<file path="src/rtl/eep_pkg.sv">
package eep_pkg;
  typedef enum logic [2:0] {
    S_IDLE,
    S_DEV,
    S_WADDR,
    S_WDATA,
    S_RDATA
  } eep_st_t;

  localparam int unsigned BYTE_W = 8;
  localparam int unsigned BIT_CNT_W = 4;
endpackage

</file>
<file path="src/rtl/i2c_line_cond.sv">
module i2c_line_cond #(
  parameter int unsigned SYNC = 2
) (
  input  logic clk,
  input  logic rst_n,
  input  logic scl_i,
  input  logic sda_i,
  output logic scl_rise,
  output logic scl_fall,
  output logic start_det,
  output logic stop_det,
  output logic sda_smp
);
  logic [SYNC:0] scl_sh;
  logic [SYNC:0] sda_sh;
  logic scl_cur, scl_prev, sda_cur, sda_prev;

  always_ff @(posedge clk or negedge rst_n) begin
    if (!rst_n) begin
      scl_sh <= '1;
      sda_sh <= '1;
    end else begin
      scl_sh <= {scl_sh[SYNC-1:0], scl_i};
      sda_sh <= {sda_sh[SYNC-1:0], sda_i};
    end
  end

  assign scl_cur  = scl_sh[SYNC-1];
  assign scl_prev = scl_sh[SYNC];
  assign sda_cur  = sda_sh[SYNC-1];
  assign sda_prev = sda_sh[SYNC];

  assign scl_rise  = scl_cur & ~scl_prev;
  assign scl_fall  = ~scl_cur & scl_prev;
  assign start_det = scl_cur & scl_prev & sda_prev & ~sda_cur;
  assign stop_det  = scl_cur & scl_prev & ~sda_prev & sda_cur;
  assign sda_smp   = sda_cur;
endmodule

</file>
<file path="src/rtl/eep_ptr.sv">
module eep_ptr #(
  parameter int unsigned AW = 8,
  parameter int unsigned PW = 4
) (
  input  logic          clk,
  input  logic          rst_n,
  input  logic          ld,
  input  logic [AW-1:0] ld_val,
  input  logic          inc_pg,
  input  logic          inc_all,
  output logic [AW-1:0] ptr
);
  logic [AW-1:0] ptr_q, ptr_n;
  logic [PW-1:0] low_inc;

  assign low_inc = ptr_q[PW-1:0] + 1'b1;

  always_comb begin
    ptr_n = ptr_q;
    if (ld)           ptr_n = ld_val;
    else if (inc_pg)  ptr_n = {ptr_q[AW-1:PW], low_inc};
    else if (inc_all) ptr_n = ptr_q + 1'b1;
  end

  always_ff @(posedge clk or negedge rst_n) begin
    if (!rst_n)                  ptr_q <= '0;
    else if (ld | inc_pg | inc_all) ptr_q <= ptr_n;
  end

  assign ptr = ptr_q;
endmodule

</file>
<file path="src/rtl/eep_slave_ctrl.sv">
module eep_slave_ctrl #(
  parameter int unsigned AW     = 8,
  parameter int unsigned PW     = 4,
  parameter logic [6:0]  ID_MEM = 7'b1010000,
  parameter logic [6:0]  ID_POT = 7'b1010111,
  parameter logic [6:0]  ID_CFG = 7'b1010010
) (
  input  logic          clk,
  input  logic          rst_n,
  input  logic          scl_i,
  input  logic          sda_i,
  output logic          sda_oe,
  output logic [AW-1:0] mem_addr,
  output logic [7:0]    mem_wdata,
  output logic          mem_we,
  input  logic [7:0]    mem_rdata,
  output logic          cur_rd_locked
);
  import eep_pkg::*;

  localparam logic [BIT_CNT_W-1:0] ACK_SLOT = BIT_CNT_W'(BYTE_W);
  localparam logic [BIT_CNT_W-1:0] LAST_BIT = BIT_CNT_W'(BYTE_W - 1);

  logic scl_rise, scl_fall, start_det, stop_det, sda_smp;

  i2c_line_cond #(.SYNC(2)) u_line (
    .clk(clk), .rst_n(rst_n), .scl_i(scl_i), .sda_i(sda_i),
    .scl_rise(scl_rise), .scl_fall(scl_fall),
    .start_det(start_det), .stop_det(stop_det), .sda_smp(sda_smp)
  );

  eep_st_t st_q, st_n, nst_q, nst_n;
  logic [BIT_CNT_W-1:0] bcnt_q, bcnt_n;
  logic [7:0] shr_q, shr_n, tx_q, tx_n, rx_byte, wd_q;
  logic oe_q, oe_n, ackp_q, ackp_n, aux_q, aux_n, lock_q, lock_n, arm_q, arm_n;
  logic ld, inc_pg, inc_all, wr_evt, go_rd, we_q;
  logic [AW-1:0] ptr_q, ma_q;
  logic [6:0] id_f;
  logic rw_f, is_mem, is_aux;

  eep_ptr #(.AW(AW), .PW(PW)) u_ptr (
    .clk(clk), .rst_n(rst_n), .ld(ld), .ld_val(AW'(rx_byte)),
    .inc_pg(inc_pg), .inc_all(inc_all), .ptr(ptr_q)
  );

  assign rx_byte = {shr_q[6:0], sda_smp};
  assign id_f    = rx_byte[7:1];
  assign rw_f    = rx_byte[0];
  assign is_mem  = (id_f == ID_MEM);
  assign is_aux  = (id_f == ID_POT) || (id_f == ID_CFG);

  always_comb begin
    st_n = st_q;  nst_n = nst_q; bcnt_n = bcnt_q; shr_n = shr_q; tx_n = tx_q;
    oe_n = oe_q;  ackp_n = ackp_q; aux_n = aux_q; lock_n = lock_q; arm_n = arm_q;
    ld = 1'b0; inc_pg = 1'b0; inc_all = 1'b0; wr_evt = 1'b0; go_rd = 1'b0;
    if (start_det) begin
      st_n = S_DEV;
      bcnt_n = '0;
    end else if (stop_det) begin
      st_n = S_IDLE;
      bcnt_n = '0;
      arm_n = 1'b0;
    end else if (scl_rise && st_q != S_IDLE) begin
      if (bcnt_q != ACK_SLOT) begin
        bcnt_n = bcnt_q + 1'b1;
        if (st_q != S_RDATA) begin
          shr_n = rx_byte;
          if (bcnt_q == LAST_BIT) begin
            ackp_n = 1'b1;
            case (st_q)
              S_DEV: begin
                arm_n = 1'b0;
                if (is_mem && !rw_f) begin
                  nst_n = S_WADDR; aux_n = 1'b0;
                end else if (is_mem) begin
                  aux_n = 1'b0;
                  if (lock_q && !arm_q) begin
                    ackp_n = 1'b0; nst_n = S_IDLE;
                  end else begin
                    nst_n = S_RDATA;
                    if (arm_q) lock_n = 1'b0;
                  end
                end else if (is_aux) begin
                  aux_n = 1'b1; lock_n = 1'b1;
                  nst_n = rw_f ? S_RDATA : S_WADDR;
                end else begin
                  ackp_n = 1'b0; nst_n = S_IDLE;
                end
              end
              S_WADDR: begin
                nst_n = S_WDATA;
                if (!aux_q) begin ld = 1'b1; arm_n = 1'b1; end
              end
              default: begin
                nst_n = S_WDATA;
                if (!aux_q) begin wr_evt = 1'b1; inc_pg = 1'b1; arm_n = 1'b0; end
              end
            endcase
          end
        end
      end else begin
        bcnt_n = '0;
        if (st_q == S_RDATA) begin
          go_rd = !sda_smp;
          if (sda_smp) st_n = S_IDLE;
        end else begin
          st_n  = nst_q;
          go_rd = (nst_q == S_RDATA);
        end
        if (go_rd) begin
          tx_n    = aux_q ? 8'h00 : mem_rdata;
          inc_all = !aux_q;
          st_n    = S_RDATA;
        end
      end
    end else if (scl_fall) begin
      if (st_q == S_RDATA && bcnt_q != ACK_SLOT)
        oe_n = ~tx_q[~bcnt_q[2:0]];
      else if (st_q != S_IDLE && st_q != S_RDATA && bcnt_q == ACK_SLOT)
        oe_n = ackp_q;
      else
        oe_n = 1'b0;
    end
  end

  always_ff @(posedge clk or negedge rst_n) begin
    if (!rst_n) begin
      st_q <= S_IDLE; nst_q <= S_IDLE; bcnt_q <= '0; shr_q <= '0; tx_q <= '0;
      oe_q <= 1'b0; ackp_q <= 1'b0; aux_q <= 1'b0; lock_q <= 1'b0; arm_q <= 1'b0;
    end else begin
      st_q <= st_n; nst_q <= nst_n; bcnt_q <= bcnt_n; shr_q <= shr_n; tx_q <= tx_n;
      oe_q <= oe_n; ackp_q <= ackp_n; aux_q <= aux_n; lock_q <= lock_n; arm_q <= arm_n;
    end
  end

  always_ff @(posedge clk or negedge rst_n) begin
    if (!rst_n) begin
      we_q <= 1'b0; wd_q <= '0; ma_q <= '0;
    end else begin
      we_q <= wr_evt;
      ma_q <= ptr_q;
      if (wr_evt) wd_q <= rx_byte;
    end
  end

  assign sda_oe        = oe_q;
  assign mem_addr      = ma_q;
  assign mem_wdata     = wd_q;
  assign mem_we        = we_q;
  assign cur_rd_locked = lock_q;
endmodule

</file>
<file path="config.mk">
export PLATFORM = sky130hd
export DESIGN_NAME = eep_slave_ctrl
export DESIGN_NICKNAME = d
export VERILOG_FILES = /design/src/rtl/eep_pkg.sv /design/src/rtl/i2c_line_cond.sv /design/src/rtl/eep_ptr.sv /design/src/rtl/eep_slave_ctrl.sv
export SDC_FILE = /design/constraint.sdc
export NUM_CORES = 1
export LEC_CHECK = 0
export CORE_MARGIN = 4
export CORE_UTILIZATION = 45
export DETAILED_ROUTE_END_ITERATION = 6
export DONT_BUFFER_PORTS = 1
export GPL_TIMING_DRIVEN = 0
export PLACE_DENSITY = 0.6
export RECOVER_POWER = 100
export REMOVE_ABC_BUFFERS = 1
export SYNTH_ARGS = -nofsm -noshare
export SYNTH_HDL_FRONTEND = slang
export SYNTH_SLANG_ARGS = --single-unit
</file>
<file path="constraint.sdc">
create_clock -name clk -period 3.63 [get_ports clk]
set_input_delay 0.1815 -clock clk [delete_from_list [all_inputs] [get_ports clk]]
set_output_delay 0.1815 -clock clk [all_outputs]
set_load 0.1 [all_outputs]
</file>
==> results.json <==
{
  "crit_required_ns": 3.89,
  "worstRegToRegCells": 6,
  "place_worst_setup_slack_ns": 1.190,
  "num_antenna_cells": 0,
  "synth_edf_count": 0,
  "postLayoutCoreUtil_pct": 52.43,
  "die-area_mm2": 0.007632,
  "antenna_found_initial": 0,
  "synth_ff_type": "dfrtp_1",
  "place_congestion": 0.8015,
  "grt_max_degree": 62,
  "ys_seq_area_share_pct": 54.13,
  "slew_headroom_pct": 26.01,
  "drc": 0,
  "ys_seq_elements": 61,
  "grt_usage_pct": 15.62,
  "whs_path_depth": 0,
  "finalSetupViolCount": 0,
  "p_leak_nw": 1.389,
  "max_cap_viol_count": 0,
  "wl_per_cell_um": 14.94,
  "status": "finished, final reports clean",
  "drtIter0Drc": 132,
  "grt-ovfl-total": 0,
  "vias_per_cell": 5.412,
  "critPathMaxFanout": 14,
  "rows": 28,
  "portBuffers": 0,
  "drv_slew": 0,
  "setup_tns_ns": 0,
  "wirelength_um": 5287,
  "grt_pass1_wl_um": 9218,
  "clkTransAtPathRegs_ns": 0.07,
  "ctsRootBufferMaster": "clkbuf_8",
  "areaGrowthSynthToFinish_pct": 11.48,
  "avgSynthCellArea_um2": 10.94,
  "coreArea_mm2": 0.006026,
  "setup_slack_ns": 0.9804,
  "arrival_ns": 2.91,
  "synth-async-reset-ratio_pct": 100.0,
  "grt_pass1_vias": 1874,
  "final_antenna_net_count": 0,
  "cts_buffers": 9,
  "finalClockSkew_ns": 0.009903,
  "synth_cell_types": 53,
  "synthCells": 259,
  "synthesis.area_mm2": 0.002834,
  "nets": 289,
  "clockBufferDepth": 2,
  "max_clock_freq_ghz": 0.3774,
  "crit_type": "flop to flop",
  "post-route-period-util_pct": 72.99,
  "drive_above_1_share_pct": 17.20,
  "end_kind": "flop",
  "die-width_um": 87.36,
  "start_util_pct": 47.03,
  "worstMarginPinSlew_ns": 1.101,
  "peakVddDrop_uv": 304.2,
  "rsz0062_at_grt": "no",
  "p_per_area_mw_per_mm2": 474.5,
  "cts_tree": "done",
  "cts_setup_buffers": 0,
  "firstDrtPassIters": 4,
  "hold_class": "flop to flop",
  "clk_latency_ns": 0.34,
  "die_h_um": 87.36,
  "io_pins": 31,
  "cts.sinks": 61,
  "htreeDepth": 3,
  "hpwl_um": 3521,
  "start_kind": "flop",
  "finalHoldViolations": 0,
  "min_period_ns": 2.650,
  "vias": 1916,
  "synth_warnings": 0,
  "post_cts_resized": 0
}
[kinds of logic after synthesis]
family          count (synthesis)  share of synthesized area, %
compound gates                 63                         13.64
xor+xnor                        3                        0.9273
fa+ha+maj                       3                         1.325
buf+inv                        17                         3.222
flops                          61                         54.13
mux                            22                         9.757
simple gates                   90                         17.00
[sequential cells by signal, indices dropped and copies added, names as in the netlist]
name and count:
ackp_q 1, arm_q 1, u_line.scl_sh 3, cur_rd_locked 1
bcnt_q 4, shr_q 7, mem_wdata 8, mem_addr 8
sda_oe 1, mem_we 1, nst_q 3, u_line.sda_sh 3
u_ptr.ptr 8, aux_q 1, tx_q 8, st_q 3
[cell type report]
type                    instances  area, um2
fillers                       558       2867
flip-flops and latches         61       1534
multi-input cells             181       1199
repair buffers                 12      137.6
clock buffers                  11      131.4
well taps                      75      93.84
inverters                       9      33.78
clock inverters                 5      30.03
[power breakdown]
part / total (W) / switching (W) / internal, W
clock: 0.000502 / 0.000258 / 0.000244
combinational: 0.000157 / 0.0000696 / 0.0000869
sequential: 0.000840 / 0.000101 / 0.000739
[cells in the final DEF, fill, tap and decap left out, types with 3 or more instances in the layout]
cell type	instances
dlygate4sd3_1	11
ha_1	3
a21oi_1	19
nor3_1	5
or3_1	4
dfrtp_1	55
mux2i_1	4
and2_1	3
inv_1	9
clkbuf_8	9
nand3_1	4
nand2b_1	4
a31oi_1	4
o21ai_0	26
xor2_1	3
nand2_1	28
dfstp_2	4
clkinv_2	3
nor2_1	20
mux2_2	15
[routing by layer]
layer  GRT usage (%)  vias to the layer above  wire, um
met5               0                        -         0
met4           5.439                        0        53
met3           5.014                        5       221
met2           22.33                       41      2390
met1           22.30                      923      2622
li1                -                      947         -
[metrics by stage]
| step | instances | power (W) | hold slack (ns) | cell area, um2 |
|---|---|---|---|---|
| floorplan | 251 | 0.0009346 | -0.1141 | 2776 |
| global placement | 326 | 0.0009797 | -0.1108 | 2870 |
| detailed placement | 326 | 0.0009852 | -0.1119 | 2870 |
| CTS | 354 | 0.001520 | 0.3572 | 3169 |
| global route | 354 | 0.001581 | 0.3656 | 3159 |
| finish | 354 | 0.001499 | 0.3615 | 3159 |
[final timing paths]
check | from | endpoint | slack, ns
hold / removal | u_line.scl_sh[0] | u_line.scl_sh[1] | 0.36
hold reg to reg | u_line.scl_sh[0] | u_line.scl_sh[1] | 0.36
min in group asynchronous | rst_n | mem_addr[2] | 0.38
setup / recovery | bcnt_q[0] | u_ptr.ptr[5] | 0.98
max in group asynchronous | rst_n | u_line.scl_sh[2] | 2.93
setup reg to reg | bcnt_q[0] | u_ptr.ptr[5] | 0.98
[synthesized netlist by cell type (2+ instances only)]
library cell | count | area (um2)
nand2b_1 | 4 | 25.02
nor3b_1 | 2 | 15.01
xor2_1 | 3 | 26.28
dfrtp_1 | 55 | 1376
a21oi_1 | 19 | 95.09
a31oi_1 | 4 | 25.02
nor3_2 | 2 | 20.02
or2_2 | 2 | 12.51
nor2b_1 | 2 | 12.51
and3_1 | 2 | 12.51
o22a_2 | 2 | 20.02
nand2_1 | 28 | 105.1
nand3_1 | 4 | 20.02
nor3_1 | 3 | 15.01
clkbuf_1 | 3 | 11.26
inv_1 | 9 | 33.78
o21a_1 | 2 | 15.01
ha_1 | 3 | 37.54
buf_6 | 2 | 22.52
nand3b_1 | 2 | 15.01
o21ai_0 | 26 | 130.1
or3_1 | 4 | 25.02
mux2_2 | 15 | 168.9
nor2_1 | 20 | 75.07
mux2i_1 | 4 | 40.04
dfstp_2 | 6 | 157.7
and2_1 | 4 | 25.02
mux4_2 | 2 | 45.04
[repair_timing]
| item | 4_1_cts | 5_1_grt |
|---|---|---|
| endpoints found under the hold margin | 71 | 0 |
| hold buffers | 12 | 0 |
| setup endpoints to repair | 0 | 0 |
[critical path, stage by stage (launching register included)]
cell and delay (ns):
dfrtp_1 0.51, ha_1 0.22, nand3b_1 0.14, nor3_1 0.70, nand3_1 0.59, o41a_1 0.26, a21oi_1 0.15
(Power assumes the default switching activity.)
